$ cat src/rtl/sirq_pkg.sv
package sirq_pkg;

  // Register address width and generation-word field positions.
  localparam int REG_AW        = 2;
  localparam int GEN_VALID_BIT = 8;
  localparam int GEN_TYPE_BIT  = 7;
  localparam int IDX_FIELD_W   = 5;   // index field [4:0], up to 32 lines

  typedef enum logic [REG_AW-1:0] {
    REG_GEN      = 2'd0,
    REG_REQ_STAT = 2'd1,
    REG_NMI_STAT = 2'd2,
    REG_RSVD     = 2'd3
  } reg_sel_e;

endpackage

$ cat src/rtl/sirq_port_dec.sv
// Decodes one write port into one-hot generate and clear vectors.
module sirq_port_dec
  import sirq_pkg::*;
#(
  parameter int DATA_W  = 32,
  parameter int NUM_REQ = 20,
  parameter int NUM_NMI = 4
) (
  input  logic                   wr_en,
  input  logic [REG_AW-1:0]      addr,
  input  logic [DATA_W-1:0]      wdata,
  output logic [NUM_REQ-1:0]     gen_req,
  output logic [NUM_NMI-1:0]     gen_nmi,
  output logic [NUM_REQ-1:0]     clr_req,
  output logic [NUM_NMI-1:0]     clr_nmi
);

  logic                   gen_hit;
  logic                   is_nmi;
  logic [IDX_FIELD_W-1:0] idx;
  logic                   unused_wdata;

  assign gen_hit      = wr_en && (reg_sel_e'(addr) == REG_GEN) && wdata[GEN_VALID_BIT];
  assign is_nmi       = wdata[GEN_TYPE_BIT];
  assign idx          = wdata[IDX_FIELD_W-1:0];
  assign unused_wdata = ^wdata;

  // Out-of-range indices match no line and fall away.
  for (genvar i = 0; i < NUM_REQ; i++) begin : g_req
    assign gen_req[i] = gen_hit && !is_nmi && (idx == IDX_FIELD_W'(i));
  end

  for (genvar j = 0; j < NUM_NMI; j++) begin : g_nmi
    assign gen_nmi[j] = gen_hit && is_nmi && (idx == IDX_FIELD_W'(j));
  end

  assign clr_req = (wr_en && reg_sel_e'(addr) == REG_REQ_STAT) ? wdata[NUM_REQ-1:0] : '0;
  assign clr_nmi = (wr_en && reg_sel_e'(addr) == REG_NMI_STAT) ? wdata[NUM_NMI-1:0] : '0;

endmodule

$ cat src/rtl/sirq_sticky.sv
// Sticky status bits: set wins over a same-edge write-one clear.
module sirq_sticky #(
  parameter int W = 20
) (
  input  logic         clk,
  input  logic         rst,
  input  logic [W-1:0] set,
  input  logic [W-1:0] clr,
  output logic [W-1:0] q
);

  always_ff @(posedge clk) begin
    if (rst) q <= '0;
    else     q <= (q & ~clr) | set;
  end

endmodule

$ cat src/rtl/sirq_pulse.sv
// Registers the one-cycle interrupt pulses.
module sirq_pulse #(
  parameter int W = 24
) (
  input  logic         clk,
  input  logic         rst,
  input  logic [W-1:0] fire,
  output logic [W-1:0] q
);

  always_ff @(posedge clk) begin
    if (rst) q <= '0;
    else     q <= fire;
  end

endmodule

$ cat src/rtl/sirq_rdmux.sv
// Registered read path for the status registers.
module sirq_rdmux
  import sirq_pkg::*;
#(
  parameter int DATA_W  = 32,
  parameter int NUM_REQ = 20,
  parameter int NUM_NMI = 4
) (
  input  logic                clk,
  input  logic                rst,
  input  logic                rd_en,
  input  logic [REG_AW-1:0]   rd_addr,
  input  logic [NUM_REQ-1:0]  req_stat,
  input  logic [NUM_NMI-1:0]  nmi_stat,
  output logic [DATA_W-1:0]   rd_data
);

  logic [DATA_W-1:0] sel;

  always_comb begin
    case (reg_sel_e'(rd_addr))
      REG_REQ_STAT: sel = DATA_W'(req_stat);
      REG_NMI_STAT: sel = DATA_W'(nmi_stat);
      default:      sel = '0;
    endcase
  end

  always_ff @(posedge clk) begin
    if (rst)        rd_data <= '0;
    else if (rd_en) rd_data <= sel;
    else            rd_data <= '0;
  end

endmodule

$ cat src/rtl/soft_irq_gen.sv
// Software triggered virtual interrupt generator, top level.
module soft_irq_gen
  import sirq_pkg::*;
#(
  parameter  int NUM_PORTS = 2,
  parameter  int DATA_W    = 32,
  parameter  int NUM_CORE  = 16,
  parameter  int NUM_CE    = 2,
  parameter  int NUM_NMI   = 4,
  localparam int NUM_REQ   = NUM_CORE + 2 + NUM_CE
) (
  input  logic                          clk,
  input  logic                          rst,
  input  logic [NUM_PORTS-1:0]          wr_en,
  input  logic [NUM_PORTS*REG_AW-1:0]   wr_addr,
  input  logic [NUM_PORTS*DATA_W-1:0]   wr_data,
  input  logic                          rd_en,
  input  logic [REG_AW-1:0]             rd_addr,
  output logic [DATA_W-1:0]             rd_data,
  output logic [NUM_CORE-1:0]           core_virq,
  output logic                          ext_int,
  output logic                          ext_nmi,
  output logic [NUM_CE-1:0]             ceng_irq,
  output logic [NUM_NMI-1:0]            core_vnmi
);

  localparam int EXT_INT_IDX = NUM_CORE;
  localparam int EXT_NMI_IDX = NUM_CORE + 1;
  localparam int CE_BASE     = NUM_CORE + 2;
  localparam int PULSE_W     = NUM_REQ + NUM_NMI;

  logic [NUM_REQ-1:0] p_gen_req [NUM_PORTS];
  logic [NUM_NMI-1:0] p_gen_nmi [NUM_PORTS];
  logic [NUM_REQ-1:0] p_clr_req [NUM_PORTS];
  logic [NUM_NMI-1:0] p_clr_nmi [NUM_PORTS];

  logic [NUM_REQ-1:0] gen_req;
  logic [NUM_NMI-1:0] gen_nmi;
  logic [NUM_REQ-1:0] clr_req;
  logic [NUM_NMI-1:0] clr_nmi;
  logic [NUM_REQ-1:0] req_stat;
  logic [NUM_NMI-1:0] nmi_stat;
  logic [PULSE_W-1:0] pulse_q;
  logic [NUM_REQ-1:0] req_pulse;
  logic [NUM_NMI-1:0] nmi_pulse;

  // One decoder per write port.
  for (genvar p = 0; p < NUM_PORTS; p++) begin : g_port
    sirq_port_dec #(
      .DATA_W  (DATA_W),
      .NUM_REQ (NUM_REQ),
      .NUM_NMI (NUM_NMI)
    ) u_dec (
      .wr_en   (wr_en[p]),
      .addr    (wr_addr[p*REG_AW +: REG_AW]),
      .wdata   (wr_data[p*DATA_W +: DATA_W]),
      .gen_req (p_gen_req[p]),
      .gen_nmi (p_gen_nmi[p]),
      .clr_req (p_clr_req[p]),
      .clr_nmi (p_clr_nmi[p])
    );
  end

  // Merge the ports: generations and clears simply OR together.
  always_comb begin
    gen_req = '0;
    gen_nmi = '0;
    clr_req = '0;
    clr_nmi = '0;
    for (int p = 0; p < NUM_PORTS; p++) begin
      gen_req |= p_gen_req[p];
      gen_nmi |= p_gen_nmi[p];
      clr_req |= p_clr_req[p];
      clr_nmi |= p_clr_nmi[p];
    end
  end

  sirq_sticky #(.W(NUM_REQ)) u_req_stat (
    .clk (clk), .rst (rst), .set (gen_req), .clr (clr_req), .q (req_stat)
  );

  sirq_sticky #(.W(NUM_NMI)) u_nmi_stat (
    .clk (clk), .rst (rst), .set (gen_nmi), .clr (clr_nmi), .q (nmi_stat)
  );

  sirq_pulse #(.W(PULSE_W)) u_pulse (
    .clk (clk), .rst (rst), .fire ({gen_nmi, gen_req}), .q (pulse_q)
  );

  sirq_rdmux #(
    .DATA_W  (DATA_W),
    .NUM_REQ (NUM_REQ),
    .NUM_NMI (NUM_NMI)
  ) u_rd (
    .clk      (clk),
    .rst      (rst),
    .rd_en    (rd_en),
    .rd_addr  (rd_addr),
    .req_stat (req_stat),
    .nmi_stat (nmi_stat),
    .rd_data  (rd_data)
  );

  // Fixed routing of request slots to their destinations.
  assign req_pulse = pulse_q[NUM_REQ-1:0];
  assign nmi_pulse = pulse_q[PULSE_W-1:NUM_REQ];
  assign core_virq = req_pulse[NUM_CORE-1:0];
  assign ext_int   = req_pulse[EXT_INT_IDX];
  assign ext_nmi   = req_pulse[EXT_NMI_IDX];
  assign ceng_irq  = req_pulse[CE_BASE +: NUM_CE];
  assign core_vnmi = nmi_pulse;

endmodule

$ cat config.mk
export PLATFORM = sky130hd
export DESIGN_NAME = soft_irq_gen
export DESIGN_NICKNAME = d
export VERILOG_FILES = /design/src/rtl/sirq_pkg.sv /design/src/rtl/sirq_port_dec.sv /design/src/rtl/sirq_sticky.sv /design/src/rtl/sirq_pulse.sv /design/src/rtl/sirq_rdmux.sv /design/src/rtl/soft_irq_gen.sv
export SDC_FILE = /design/constraint.sdc
export NUM_CORES = 1
export LEC_CHECK = 0
export BUFFER_PORTS_ARGS = -buffer_cell sky130_fd_sc_hd__buf_2
export CORE_UTILIZATION = 45
export DETAILED_ROUTE_END_ITERATION = 8
export HOLD_SLACK_MARGIN = 0.03
export PLACE_DENSITY_LB_ADDON = 0.1
export SYNTH_ARGS = -nofsm -noshare
export SYNTH_HDL_FRONTEND = slang
export SYNTH_SLANG_ARGS = --single-unit
export TNS_END_PERCENT = 50
$ cat constraint.sdc
create_clock -name clk -period 2.5 [get_ports clk]
set_input_delay 0.25 -clock clk [delete_from_list [all_inputs] [get_ports clk]]
set_output_delay 0.25 -clock clk [all_outputs]
set_load 0.05 [all_outputs]
After elaboration in Yosys (flattened, before gate mapping)
Cells that the tools add are included.

Register bits after elaboration: 80. Latch bits: 0. Memory bits (writable): 0. Bits in read-only memories: 0. Bits of input ports: 75. Output and inout bits: 56. Logic and storage cells: 131. Memories kept: 0.

Add/sub/neg operators: 0. Multiply operators: 0. Div/mod/pow operators: 0. $lt $le $gt $ge: 0. Eq/ne operators: 44. Shifts and indexed selects: 0. Muxes and demuxes: 5. Bitwise gates (word level): 11. Reduce and logical (&&, ||, !) cells: 67.

Operator list (count): $eq 5x4->1 const B (16); $logic_and 1x1->1 (60); $or 20x20->20 (3); $eq 5x3->1 const B (8); $eq 5x5->1 const B (8); $mux 20 (2); $pmux 20 s2 (1); $and 20x20->20 (1); $eq 5x2->1 const B (4); $not 20->20 (1); $or 4x4->4 (3); $eq 5x1->1 const B (2); $logic_not 5->1 (2); $mux 4 (2); $eq 2x1->1 const B (3); $eq 2x2->1 const B (3); $and 4x4->4 (1); $logic_not 2->1 (2); $not 4->4 (1); $logic_not 1->1 (2); $reduce_or 2->1 (1); $not 1->1 (1).

Depth between registers and ports, before layout
Depth after elaboration: 7. Mapped depth: 5. Depth with buffers taken out: 5.

Hierarchy
Synthesis repeated with hierarchy kept, for this count alone.

Cells, all modules: 406. Area total of the unflattened synthesis: 3692.3 µm².

Modules (own cells, without submodules): sirq_port_dec (instances 2, cells each 73, area each 519.2 µm², sequential area each 0.0 µm²); sirq_sticky at u_req_stat (instances 1, cells each 82, area each 798.3 µm², sequential area each 400.4 µm²); sirq_rdmux (instances 1, cells each 64, area each 721.9 µm², sequential area each 400.4 µm²); sirq_pulse (instances 1, cells each 50, area each 693.2 µm², sequential area each 480.5 µm²); soft_irq_gen (instances 1, cells each 48, area each 300.3 µm², sequential area each 0.0 µm²); sirq_sticky at u_nmi_stat (instances 1, cells each 16, area each 140.1 µm², sequential area each 80.1 µm²).

Worst setup path after synthesis
No wires, ideal clock.

Path kind: input-to-reg. Start point: input port rd_addr[1]. End point: register u_rd.rd_data[11]. Arrival: 0.996 ns. Data required time: 2.372 ns. Slack: 1.377 ns. Stages on the path: 5. Path buffers: 1. Path through: inv_1 > ha_1 > nand2_1 > clkbuf_1 > nor2_1.

Longest elaborated chain between the ends: 2. Elaborated cells between the ends (all ways): 3. Those cells by class: eq/ne (2); mux (1).

RTL lines: from (decl) (line soft_irq_gen.sv:18) `input logic [REG_AW-1:0] rd_addr,`; $eq 2x2->1 / $eq 2x1->1 (equally long branches) (line sirq_rdmux.sv:21) `case (reg_sel_e'(rd_addr))`; $pmux 20 s2 (*) (line sirq_rdmux.sv:21); to (signal assigned) (line sirq_rdmux.sv:30) `else if (rd_en) rd_data <= sel;`; to (decl) (line sirq_rdmux.sv:15) `output logic [DATA_W-1:0] rd_data`.

Every way passes the cells marked *; elsewhere a longest branch is shown, timed or not. A chain may end at the register's enable or synchronous reset.

Worst setup path after layout
Start point: input port wr_addr[0]. End point: register u_req_stat.q[1].

Longest elaborated chain between the ends: 7. Elaborated cells between the ends (all ways): 13. Those cells by class: eq/ne (1); mux (1); bitwise (5); reduce/logical (6).

RTL lines: from (decl) (line soft_irq_gen.sv:15) `input logic [NUM_PORTS*REG_AW-1:0] wr_addr,`; $eq 2x1->1 / $logic_not 2->1 (equally long branches) (line sirq_port_dec.sv:37, sirq_port_dec.sv:23); $logic_and 1x1->1, on equally long branches (line sirq_port_dec.sv:37, sirq_port_dec.sv:23); $mux 20 / $logic_and 1x1->1 (equally long branches) (line sirq_port_dec.sv:37, sirq_port_dec.sv:23); $or 20x20->20 / $logic_and 1x1->1 (equally long branches) (line soft_irq_gen.sv:73, sirq_port_dec.sv:30); $not 20->20 / $logic_and 1x1->1 (equally long branches) (line sirq_sticky.sv:14, sirq_port_dec.sv:30); $and 20x20->20 / $or 20x20->20 (equally long branches) (line sirq_sticky.sv:14, soft_irq_gen.sv:71); $or 20x20->20 (*) (line sirq_sticky.sv:14) `else q <= (q & ~clr) | set;`; to (signal assigned) (line sirq_sticky.sv:14); to (decl) (line sirq_sticky.sv:9) `output logic [W-1:0] q`.

Marks and branches as above.

==> results.yml <==
power:
  power_density_nw_per_um2: 597
  leakagePower_uw: 0.00148
  vdd_drop_max_uv: 278
clock_tree:
  clk_latency_ns: 0.35
  cts_root_buffer: "clkbuf_8"
  clockBufferDepth: 2
  cts.sinks: 68
  cts_inserted_buffers: 9
  cts_tree: "built"
  cts_hold_buf: 0
  cts_resized: 0
  postCtsSetupRepairBufs: 0
  clk_pin_slew_ns: 0.07
  cts_max_level: 3
setup_path:
  cp_cell_sequence: "buf_2 -> and4bb_1 -> nand2_1 -> o221ai_1"
  arrival_ns: 1.51
  cpPeakStageDelay_ns: 0.55
  cp-end-kind: "flop"
  path_buf_inv: 1
  worst_ep_required_time_ns: 2.77
  start_kind: "input port"
  cp_slowest_cell: "and4bb_1"
  worstSetupPathType: "in -> reg"
  crit_fanout: 9
  cp_top_family: "simple AND/OR/NAND/NOR gates"
timing:
  tightest_slew_ns: 0.631
  fin_setup_tns_ns: 0
  fmax_mhz: 809
  rsz0062_at_grt: "false"
  min_period_over_period_pct: 49.4
  finalHoldViolCount: 0
  fin_crit_ns: 1.24
  finalClockSkew_ns: 0.00681
  slew_headroom_pct: 57.8
  fin_ws_ns: 1.26
  hold_slack_ns: 0.206
  setup_viol: 0
  slew_viol_final: 0
detailed_routing:
  wl_per_cell_um: 16.3
  drt_iter0_drc: 180
  viasPerCell: 5.66
  drc_errors: 0
  dr_total_vias: 2596
  ant_nets: 0
  totalWireLength_mm: 7.47
  dr.pass1.iters: 5
placement:
  place_ws_ns: 0.901
  hpwl_mm: 5.26
  io_buffers: 94
  gp_congestion: 0.849
  dp.cells: 443
die:
  ios: 131
  fp.dieW_um: 81.2
  die_y_um: 81.2
  start_util_pct: 47.2
  placement_rows: 28
  die-area_sq_um: 6600
  core-area_sq_um: 5990
synth:
  netlist.area_leader.share_pct: 48.2
  synth.most_common_cell: "dfxtp_1"
  synth.distinct_cells: 37
  synth_seq_cells: 68
  syn_avg_cell_area_sq_um: 9.91
  synth_area_sq_um: 2830
  synth_enable_flop_cells: 0
  synthArstFlopShare_pct: 0
  ys_warn_count: 0
  synth.top_cells.by_count: "dfxtp_1, nor2_1, nand2b_1, a221o_1, nand2_1"
  netlist_instances: 285
  ys_top_cells_by_area: "dfxtp_1, a221o_1, nand2b_1"
  netlist.top_cell.by_area: "dfxtp_1"
  synth_flop_cell: "dfxtp_1"
  synth-seq-area-share_pct: 48.2
job:
  drv_cap: 0
layout:
  drive_gt1_share_pct: 31.0
  register_area_sq_um: 1360
  instances_no_fill: 459
  fill_cells: 532
  syn_to_final_growth_pct: 22.3
  nNetsFinal: 456
  diodes: 0
  multi_input_area_sq_um: 1340
run_status:
  status: "completed"
grt:
  grt_use_total_pct: 24.0
  grt_pass1_vias: 2271
  antenna_found_initial: 0
  overflow: 0
  grt_max_degree: 34
  grt_pass1_wl_mm: 11.5
hold_path:
  hp-class: "in -> reg"
cell usage in the layout (no fill, tap or decap), drive strengths merged, types with 4 or more instances in the layout:
master,count
buf,96
dfxtp,68
nor2,29
nand2b,21
a221o,20
nand2,16
nand4b,14
o22ai,12
o221ai,12
conb,12
nand3,12
clkbuf,11
o21ai,9
o211ai,9
nand4,8
nor2b,6
a22oi,4
clkinv,4
cell type report:
| cell class | instances | share of cell area, % |
|---|---|---|
| clock buffer | 11 | 4.09 |
| clock inverter | 5 | 0.797 |
| inverter | 2 | 0.217 |
| multi-input combinational | 202 | 38.7 |
| sequential | 68 | 39.4 |
| tap | 75 | 2.72 |
| timing repair buffer | 96 | 14.1 |
state kept, by name, indices dropped and copies added (netlist names):
name,cells
u_pulse.q,24
u_rd.rd_data,20
u_nmi_stat.q,4
u_req_stat.q,20
through the flow:
step                area [sq um]  total power [uW]  utilization, %
finish                      3450              2060            57.7
floorplan                   2870              1230               -
global route                3450              2130            57.7
detailed placement          3290              1300            54.8
global placement            3290              1290            54.8
CTS                         3450              2070            57.7
per-layer routing:
layer / routed length, um / track usage [%] / part of all wire (%) / vias to the layer above
met1: 3450 / 32.1 / 46 / 1223
met3: 524 / 5.84 / 7.0 / 11
met4: 104 / 9.82 / 1.4 / 0
met5: 0 / 0 / 0 / -
met2: 3400 / 36.6 / 45 / 113
li1: - / - / - / 1249
logic make-up after synthesis:
kind of cell               count (synthesis)  share of synthesized area, %
AOI/OAI and AO/OA                         68                          19.3
buffers and inverters                     26                          5.93
other                                      1                         0.133
DFF                                       68                          48.2
and+or+nand+nor                          120                          25.6
adders and majority gates                  2                         0.886
path summary, 6_finish.rpt:
check / from / endpoint / slack (ns) / depth (start not counted)
hold / removal: wr_data[16] / u_req_stat.q[16] / 0.21 / 3
setup / recovery: wr_addr[0] / u_req_stat.q[1] / 1.26 / 4
hold reg to reg: u_req_stat.q[6] / u_rd.rd_data[6] / 0.44 / 2
setup reg to reg: u_req_stat.q[2] / u_req_stat.q[2] / 1.65 / 3
power breakdown:
part	internal [uW]	switching, uW
clock	380	410
sequential	1080	0.427
combinational	56.3	132
worst register-to-register path, stage by stage (launching register included):
cell and delay (ns):
dfxtp_1 0.37, nand2b_1 0.07, a221o_1 0.26, o221ai_1 0.07
(Power assumes the default switching activity.)
